<file path="config.mk">
export PLATFORM = sky130hd
export DESIGN_NAME = fzd_pair_defuzz
export DESIGN_NICKNAME = d
export VERILOG_FILES = /design/src/rtl/fzd_pkg.sv /design/src/rtl/fzd_rule_lane.sv /design/src/rtl/fzd_integrator.sv /design/src/rtl/fzd_recip_div.sv /design/src/rtl/fzd_pair_defuzz.sv
export SDC_FILE = /design/constraint.sdc
export NUM_CORES = 1
export LEC_CHECK = 0
export BUFFER_PORTS_ARGS = -buffer_cell sky130_fd_sc_hd__buf_2
export CAP_MARGIN = 10
export CORE_MARGIN = 5
export CORE_UTILIZATION = 40
export CTS_CLUSTER_SIZE = 16
export DETAILED_ROUTE_END_ITERATION = 7
export MAX_ROUTING_LAYER = met4
export PLACE_DENSITY = 0.63
export SLEW_MARGIN = 20
export SYNTH_ARGS = -nofsm -noshare
export SYNTH_HDL_FRONTEND = slang
export SYNTH_SLANG_ARGS = --single-unit
</file>
<file path="constraint.sdc">
create_clock -name clk -period 7.3 [get_ports clk]
set_input_delay 1.095 -clock clk [delete_from_list [all_inputs] [get_ports clk]]
set_output_delay 1.095 -clock clk [all_outputs]
set_load 0.02 [all_outputs]
</file>
<file path="src/rtl/fzd_pkg.sv">
package fzd_pkg;

    // Antecedent enable codes for one rule lane
    typedef enum logic [1:0] {
        SEL_OFF   = 2'b00,
        SEL_ONLY1 = 2'b01,
        SEL_ONLY0 = 2'b10,
        SEL_BOTH  = 2'b11
    } sel_t;

endpackage

</file>
<file path="src/rtl/fzd_rule_lane.sv">
module fzd_rule_lane
    import fzd_pkg::*;
#(
    parameter int DEG_W  = 4,
    parameter int CONS_W = 8,
    parameter int IMP_W  = DEG_W + CONS_W + 1
) (
    input  logic              clk,
    input  logic              rst_n,
    input  logic [DEG_W-1:0]  deg0_i,
    input  logic [DEG_W-1:0]  deg1_i,
    input  logic [1:0]        sel_i,
    input  logic [CONS_W-1:0] cons_i,
    output logic [DEG_W-1:0]  theta_o,
    output logic [IMP_W-1:0]  impl_o
);

    localparam logic [DEG_W-1:0] DEG_FULL = '1;

    typedef struct packed {
        logic [DEG_W-1:0]  theta;
        logic [CONS_W-1:0] cons;
    } st1_t;

    typedef struct packed {
        logic [DEG_W-1:0] theta;
        logic [IMP_W-1:0] impl;
    } st2_t;

    st1_t s1_d, s1_q;
    st2_t s2_d, s2_q;

    logic [DEG_W-1:0]        eff0, eff1;
    logic signed [IMP_W-1:0] th_x, cn_x;

    always_comb begin
        eff0 = DEG_FULL;
        eff1 = DEG_FULL;
        unique case (sel_t'(sel_i))
            SEL_BOTH:  begin eff0 = deg0_i;   eff1 = deg1_i;   end
            SEL_ONLY0: begin eff0 = deg0_i;   eff1 = DEG_FULL; end
            SEL_ONLY1: begin eff0 = DEG_FULL; eff1 = deg1_i;   end
            default:   begin eff0 = '0;       eff1 = '0;       end
        endcase
        s1_d.theta = (eff0 < eff1) ? eff0 : eff1;
        s1_d.cons  = cons_i;

        th_x        = IMP_W'({1'b0, s1_q.theta});
        cn_x        = IMP_W'($signed(s1_q.cons));
        s2_d.theta  = s1_q.theta;
        s2_d.impl   = th_x * cn_x;
    end

    always_ff @(posedge clk or negedge rst_n) begin
        if (!rst_n) begin
            s1_q <= '0;
            s2_q <= '0;
        end else begin
            s1_q <= s1_d;
            s2_q <= s2_d;
        end
    end

    assign theta_o = s2_q.theta;
    assign impl_o  = s2_q.impl;

endmodule

</file>
<file path="src/rtl/fzd_integrator.sv">
module fzd_integrator #(
    parameter int LANES = 2,
    parameter int PAIRS = 2,
    parameter int DEG_W = 4,
    parameter int IMP_W = 13,
    parameter int TS_W  = DEG_W + $clog2(LANES),
    parameter int IS_W  = IMP_W + $clog2(LANES),
    parameter int DIV_W = TS_W + $clog2(PAIRS),
    parameter int DVD_W = IS_W + $clog2(PAIRS)
) (
    input  logic                    clk,
    input  logic                    rst_n,
    input  logic                    valid_i,
    input  logic                    first_i,
    input  logic                    last_i,
    input  logic [LANES*DEG_W-1:0]  theta_i,
    input  logic [LANES*IMP_W-1:0]  impl_i,
    output logic [DIV_W-1:0]        divisor_o,
    output logic signed [DVD_W-1:0] dividend_o,
    output logic                    done_o
);

    typedef struct packed {
        logic            v;
        logic            f;
        logic            l;
        logic [TS_W-1:0] th;
        logic [IS_W-1:0] im;
    } sum_t;

    typedef struct packed {
        logic             done;
        logic [DIV_W-1:0] dv;
        logic [DVD_W-1:0] dd;
    } acc_t;

    sum_t sum_d, sum_q;
    acc_t acc_d, acc_q;

    logic [TS_W-1:0]        th_sum;
    logic signed [IS_W-1:0] im_sum;

    always_comb begin
        th_sum = '0;
        im_sum = '0;
        for (int i = 0; i < LANES; i++) begin
            th_sum = th_sum + TS_W'(theta_i[i*DEG_W +: DEG_W]);
            im_sum = im_sum + IS_W'($signed(impl_i[i*IMP_W +: IMP_W]));
        end
        sum_d.v  = valid_i;
        sum_d.f  = first_i;
        sum_d.l  = last_i;
        sum_d.th = th_sum;
        sum_d.im = im_sum;

        acc_d      = acc_q;
        acc_d.done = sum_q.v & sum_q.l;
        if (sum_q.v) begin
            if (sum_q.f) begin
                acc_d.dv = DIV_W'(sum_q.th);
                acc_d.dd = DVD_W'($signed(sum_q.im));
            end else begin
                acc_d.dv = acc_q.dv + DIV_W'(sum_q.th);
                acc_d.dd = acc_q.dd + DVD_W'($signed(sum_q.im));
            end
        end
    end

    always_ff @(posedge clk or negedge rst_n) begin
        if (!rst_n) begin
            sum_q <= '0;
            acc_q <= '0;
        end else begin
            sum_q <= sum_d;
            acc_q <= acc_d;
        end
    end

    assign divisor_o  = acc_q.dv;
    assign dividend_o = $signed(acc_q.dd);
    assign done_o     = acc_q.done;

endmodule

</file>
<file path="src/rtl/fzd_recip_div.sv">
module fzd_recip_div #(
    parameter int DIV_W   = 6,
    parameter int DVD_W   = 15,
    parameter int OUT_W   = 12,
    parameter int FRAC    = 16,
    parameter int RECIP_W = 17
) (
    input  logic                    clk,
    input  logic                    rst_n,
    input  logic                    done_i,
    input  logic [DIV_W-1:0]        divisor_i,
    input  logic signed [DVD_W-1:0] dividend_i,
    output logic [OUT_W-1:0]        y_o,
    output logic                    y_valid_o
);

    localparam int DEPTH  = 2 ** DIV_W;
    localparam int PROD_W = DVD_W + RECIP_W + 1;
    localparam logic signed [PROD_W-1:0] OUT_MAX = PROD_W'((2 ** (OUT_W - 1)) - 1);
    localparam logic signed [PROD_W-1:0] OUT_MIN = PROD_W'(-(2 ** (OUT_W - 1)));

    // Reciprocal table, entries 0 and 1 unused (handled by dedicated paths)
    logic [RECIP_W-1:0] recip_tab [DEPTH];

    for (genvar g = 0; g < DEPTH; g++) begin : g_tab
        localparam longint unsigned RV = (g < 2) ? 0 : ((longint'(1) << FRAC) / longint'(g));
        assign recip_tab[g] = RECIP_W'(RV);
    end

    typedef struct packed {
        logic               v;
        logic               zero;
        logic               one;
        logic [RECIP_W-1:0] rc;
        logic [DVD_W-1:0]   dd;
    } rst_t;

    typedef struct packed {
        logic             v;
        logic [OUT_W-1:0] y;
    } ost_t;

    rst_t r_d, r_q;
    ost_t o_d, o_q;

    logic signed [PROD_W-1:0] a_ext, r_ext, prod, shifted;

    function automatic logic [OUT_W-1:0] clamp(input logic signed [PROD_W-1:0] x);
        if (x > OUT_MAX) return OUT_MAX[OUT_W-1:0];
        if (x < OUT_MIN) return OUT_MIN[OUT_W-1:0];
        return x[OUT_W-1:0];
    endfunction

    always_comb begin
        r_d.v    = done_i;
        r_d.zero = (divisor_i == '0);
        r_d.one  = (divisor_i == DIV_W'(1));
        r_d.rc   = recip_tab[divisor_i];
        r_d.dd   = dividend_i;

        a_ext   = PROD_W'($signed(r_q.dd));
        r_ext   = $signed({{(PROD_W - RECIP_W){1'b0}}, r_q.rc});
        prod    = a_ext * r_ext;
        shifted = prod >>> FRAC;

        o_d   = o_q;
        o_d.v = r_q.v;
        if (r_q.v) begin
            if (r_q.zero)     o_d.y = '0;
            else if (r_q.one) o_d.y = clamp(a_ext);
            else              o_d.y = clamp(shifted);
        end
    end

    always_ff @(posedge clk or negedge rst_n) begin
        if (!rst_n) begin
            r_q <= '0;
            o_q <= '0;
        end else begin
            r_q <= r_d;
            o_q <= o_d;
        end
    end

    assign y_o       = o_q.y;
    assign y_valid_o = o_q.v;

endmodule

</file>
<file path="src/rtl/fzd_pair_defuzz.sv">
module fzd_pair_defuzz
    import fzd_pkg::*;
#(
    parameter int LANES   = 2,
    parameter int PAIRS   = 2,
    parameter int DEG_W   = 4,
    parameter int CONS_W  = 8,
    parameter int OUT_W   = 12,
    parameter int FRAC    = 16,
    parameter int RECIP_W = 17
) (
    input  logic                    clk,
    input  logic                    rst_n,
    input  logic                    in_valid_i,
    input  logic                    in_first_i,
    input  logic [LANES*DEG_W-1:0]  deg0_i,
    input  logic [LANES*DEG_W-1:0]  deg1_i,
    input  logic [LANES*2-1:0]      sel_i,
    input  logic [LANES*CONS_W-1:0] cons_i,
    output logic [OUT_W-1:0]        y_o,
    output logic                    y_valid_o
);

    localparam int IMP_W = DEG_W + CONS_W + 1;
    localparam int TS_W  = DEG_W + $clog2(LANES);
    localparam int IS_W  = IMP_W + $clog2(LANES);
    localparam int DIV_W = TS_W + $clog2(PAIRS);
    localparam int DVD_W = IS_W + $clog2(PAIRS);
    localparam int CNT_W = (PAIRS > 1) ? $clog2(PAIRS) : 1;

    typedef struct packed {
        logic [CNT_W-1:0] cnt;
        logic             t1_v, t1_f, t1_l;
        logic             t2_v, t2_f, t2_l;
    } ctl_t;

    ctl_t ctl_d, ctl_q;

    always_comb begin
        ctl_d      = ctl_q;
        ctl_d.t2_v = ctl_q.t1_v;
        ctl_d.t2_f = ctl_q.t1_f;
        ctl_d.t2_l = ctl_q.t1_l;
        ctl_d.t1_v = 1'b0;
        ctl_d.t1_f = 1'b0;
        ctl_d.t1_l = 1'b0;
        if (in_valid_i && in_first_i) begin
            ctl_d.t1_v = 1'b1;
            ctl_d.t1_f = 1'b1;
            ctl_d.t1_l = (PAIRS == 1);
            ctl_d.cnt  = (PAIRS == 1) ? '0 : CNT_W'(1);
        end else if (in_valid_i && (ctl_q.cnt != '0)) begin
            ctl_d.t1_v = 1'b1;
            ctl_d.t1_l = (ctl_q.cnt == CNT_W'(PAIRS - 1));
            ctl_d.cnt  = ctl_d.t1_l ? '0 : ctl_q.cnt + CNT_W'(1);
        end
    end

    always_ff @(posedge clk or negedge rst_n) begin
        if (!rst_n) ctl_q <= '0;
        else        ctl_q <= ctl_d;
    end

    logic [LANES*DEG_W-1:0] lane_theta;
    logic [LANES*IMP_W-1:0] lane_impl;

    for (genvar g = 0; g < LANES; g++) begin : g_lane
        fzd_rule_lane #(
            .DEG_W  (DEG_W),
            .CONS_W (CONS_W),
            .IMP_W  (IMP_W)
        ) u_lane (
            .clk     (clk),
            .rst_n   (rst_n),
            .deg0_i  (deg0_i[g*DEG_W +: DEG_W]),
            .deg1_i  (deg1_i[g*DEG_W +: DEG_W]),
            .sel_i   (sel_i[g*2 +: 2]),
            .cons_i  (cons_i[g*CONS_W +: CONS_W]),
            .theta_o (lane_theta[g*DEG_W +: DEG_W]),
            .impl_o  (lane_impl[g*IMP_W +: IMP_W])
        );
    end

    logic [DIV_W-1:0]        acc_divisor;
    logic signed [DVD_W-1:0] acc_dividend;
    logic                    acc_done;

    fzd_integrator #(
        .LANES (LANES),
        .PAIRS (PAIRS),
        .DEG_W (DEG_W),
        .IMP_W (IMP_W),
        .TS_W  (TS_W),
        .IS_W  (IS_W),
        .DIV_W (DIV_W),
        .DVD_W (DVD_W)
    ) u_int (
        .clk        (clk),
        .rst_n      (rst_n),
        .valid_i    (ctl_q.t2_v),
        .first_i    (ctl_q.t2_f),
        .last_i     (ctl_q.t2_l),
        .theta_i    (lane_theta),
        .impl_i     (lane_impl),
        .divisor_o  (acc_divisor),
        .dividend_o (acc_dividend),
        .done_o     (acc_done)
    );

    fzd_recip_div #(
        .DIV_W   (DIV_W),
        .DVD_W   (DVD_W),
        .OUT_W   (OUT_W),
        .FRAC    (FRAC),
        .RECIP_W (RECIP_W)
    ) u_div (
        .clk        (clk),
        .rst_n      (rst_n),
        .done_i     (acc_done),
        .divisor_i  (acc_divisor),
        .dividend_i (acc_dividend),
        .y_o        (y_o),
        .y_valid_o  (y_valid_o)
    );

endmodule

</file>
==> summary.txt <==
RSZ-0062 raised after global routing: false
R2R cell count: 24
Final Max Slew Viols: 0
DRT met1 WL: 17,500 um
Vias in the first global route: 14,081
FF+latch count, synth: 156
Area of the multi-input gates: 0.0125 mm2
Bufs and invs on worst path: 7
Critical Path Max Stage Delay: 580 ps
Number of flops mapped to enable cells by yosys: 0
Post-route setup TNS: 0 ps
Status: complete, no violations
Drt initial violations: 793
Top Metal Used: met4
Slowest stage cell on the critical path: dfrtp_1
Commonest non-fill, non-tap cell in the layout: inv_1
Stages on the worst setup path: 24
Fillers: 4,391
TritonCTS Buffers: 17
Drt total wl: 41,300 um
Rel. slew slack: 39.6%
Synth Cell Area: 0.0180 mm2
Met3 wire len: 1890 um
Crit path cell chain: and2_1 -> fa_1 -> inv_1 -> fa_1 -> inv_1 -> fa_1 -> inv_1 -> fa_1 -> inv_1 -> fa_1 -> inv_1 -> fa_1 -> inv_1 -> ha_1 -> o211a_1 -> and3_1 -> nand3_1 -> a31oi_2 -> a211o_1 -> a2111oi_4 -> nor4b_4 -> nor3_4 -> buf_12 -> o221ai_2
CP Data Arrival Time: 7250 ps
Final Setup Violations: 0
Final worst setup slack: 366 ps
Diode count: 0
Sequential fraction of the synthesis area: 21.7%
CTS tree: built
WHS Path Cells: 0
Worst R2R End: u_div.y_o[7]
# IOs: 53
Die Y: 222 um
Rows: 77
Primary FF master, synth: dfrtp_1
Via count: 13,336
Critical path capture point type: flop
Vias per cell: 5.15
DR DRC count: 0
Die footprint: 0.0493 mm2
Maximum root-to-sink buffer count: 2
Worst setup path class: flop to flop
WL/cell: 15.9 um
Most frequent cells in the layout: inv_1, nand2_1, fa_1, ha_1, and2_1
Final hold violation count: 0
Syn_nets: 2,438
Final worst-path cycle share: 95.0%
Top delay family on crit path: adder cells
Met2 wire len: 20,900 um
Initial Util: 40.5%
Synth Instances: 1,967
Max cap viols: 0
R2R Setup Slk: 370 ps
Num Clock Sinks: 156
Root Driver: clkbuf_16
Tightest Pin Transition: 906 ps
GRT Util Overall: 17.6%
Distinct cell type count after synthesis: 72
CTS clock-pin slew for the worst setup and hold paths: 70 ps
Crit Path Max Fanout: 17
Fin nets: 2,457
Worst clock skew: 10.3 ps
Crit path from: u_div.a_ext[5]
Die width: 222 um
Crit path capture: u_div.y_o[7]
Req. time, crit path: 7610 ps
GP Congestion: 0.888
Async SR Flop Fraction: 100%
Area delta synth->final: 8.25%
Sequential cell area: 0.00392 mm2
Clock latency on the worst-skew pair: 440 ps
F_max: 0.144 GHz
Cts hold-fix bufs: 0
CP startpoint kind: flop
Pin count of the biggest net entering global routing: 99
Core area: 0.0443 mm2
Tightest Hold Check Type: flop to flop
First-pass GRT wire length: 69,600 um
Grt total ovfl: 0
Post-DRT Antenna Nets: 0
Synth warn: 0
Period minus WS final: 6930 ps
Worst r2r src: u_div.a_ext[5]
Ratio of cells with drive above 1 in the final layout: 6.85%
CTS H-Tree Depth: 4
Initial antenna violation count: 0
Pre-CTS setup slack: 112 ps
Syn_area_per_cell: 9.14 um2
Dpl hpwl: 32,700 um
1st-pass router iterations: 5
I/O Buffers: 52
[layer usage]
metal	up-vias	track usage [%]
li1	6324	-
met1	6659	21.5
met2	282	30.4
met4	0	5.13
met3	71	2.87
met5	-	-
[state kept, by name, indices dropped and copies added, names as in the netlist]
signal                 flops
u_div.o_d                  1
g_lane.u_lane.theta_o      8
ctl_q                      4
u_div.y_o                 12
g_lane.u_lane.impl_o      26
g_lane.u_lane.cn_x        16
u_div.a_ext               15
g_lane.u_lane.s1_q         8
u_div.r_q                  2
u_int.divisor_o            6
ctl_d                      3
u_int.sum_q               22
u_int.done_o               1
u_div.y_valid_o            1
u_div.r_ext               16
u_int.dividend_o          15
[Yosys cell counts, drive strengths merged (4+ instances only)]
cell type | instances | area share [%]
o22ai | 7 | 0.24
a21oi | 119 | 3.4
a211oi | 7 | 0.29
nand2b | 17 | 0.59
nor2 | 95 | 2.0
nand2 | 225 | 4.7
o31ai | 12 | 0.53
a211o | 4 | 0.19
fa | 218 | 24
o311ai | 4 | 0.19
a32oi | 9 | 0.44
o21a | 8 | 0.33
mux2i | 10 | 0.56
o211ai | 11 | 0.49
xnor2 | 46 | 2.2
clkbuf | 65 | 1.4
dfrtp | 156 | 22
buf | 10 | 0.22
nor3 | 19 | 0.59
a31oi | 14 | 0.52
nand3b | 5 | 0.21
nor2b | 13 | 0.45
or3 | 4 | 0.14
ha | 213 | 15
and2 | 149 | 5.2
a21boi | 4 | 0.17
o21ai | 60 | 1.7
o21bai | 11 | 0.46
inv | 343 | 7.2
xor2 | 18 | 0.88
a21o | 19 | 0.79
nand3 | 19 | 0.53
and3 | 10 | 0.35
[logic make-up (layout without fill, tap and decap cells)]
| logic type | after synthesis | after routing | synth area share [%] |
|---|---|---|---|
| XOR/XNOR | 64 | 64 | 3.12 |
| buffers and inverters | 419 | 451 | 8.76 |
| multiplexers | 12 | 12 | 0.682 |
| adder cells (fa/ha/maj) | 431 | 431 | 39.1 |
| flip-flops | 156 | 156 | 21.7 |
| AO/OA/AOI/OAI | 318 | 318 | 11.4 |
| AND/OR/NAND/NOR | 567 | 567 | 15.2 |
[stage by stage]
step / hold WS (ps) / std cells / cell area (um2) / utilization [%]
after floorplan: 331 / 1967 / 18000 / -
after CTS: 355 / 2588 / 19400 / 43.7
after global placement: 336 / 2556 / 18800 / 42.5
after global routing: 366 / 2591 / 19500 / 43.9
after detailed placement: 339 / 2556 / 18800 / 42.5
final: 351 / 2591 / 19500 / 43.9
[worst min-delay path by stage]
stage                     slack, ps              end      from
after floorplan                 330         ctl_q[0]  ctl_d[0]
after global placement          340  u_int.sum_q[21]  ctl_q[2]
after detailed placement        340         ctl_q[1]  ctl_d[1]
after CTS                       360         ctl_q[1]  ctl_d[1]
after global routing            370         ctl_q[0]  ctl_d[0]
final                           350         ctl_q[1]  ctl_d[1]
[final cells by class]
type / instances / share of cell area (%)
multi-input combinational: 1392 / 64.3
sequential: 156 / 20.1
inverter: 344 / 6.66
tap: 592 / 3.81
timing repair buffer: 75 / 2.32
clock buffer: 18 / 2.21
clock inverter: 14 / 0.579
[worst register-to-register path: stages (launching register included)]
cell       delay [ps]
dfrtp_1           580
and2_1            290
fa_1              530
inv_1              50
fa_1              520
inv_1              50
fa_1              500
inv_1              50
fa_1              480
inv_1              60
fa_1              530
inv_1              60
fa_1              530
inv_1              40
ha_1              290
o211a_1           250
and3_1            180
nand3_1           260
a31oi_2           180
a211o_1           390
a2111oi_4         400
nor4b_4           100
nor3_4            230
buf_12            150
o221ai_2          100
[repair_timing]
action / 4_1_cts / 5_1_grt
setup endpoints to repair: 0 / 11
buffers inserted: 0 / 3
resized for setup: 0 / 12
Power is left out: the tool's default activity adds up to more than one toggle a clock period on the data nets, which glitch-free logic cannot reach.
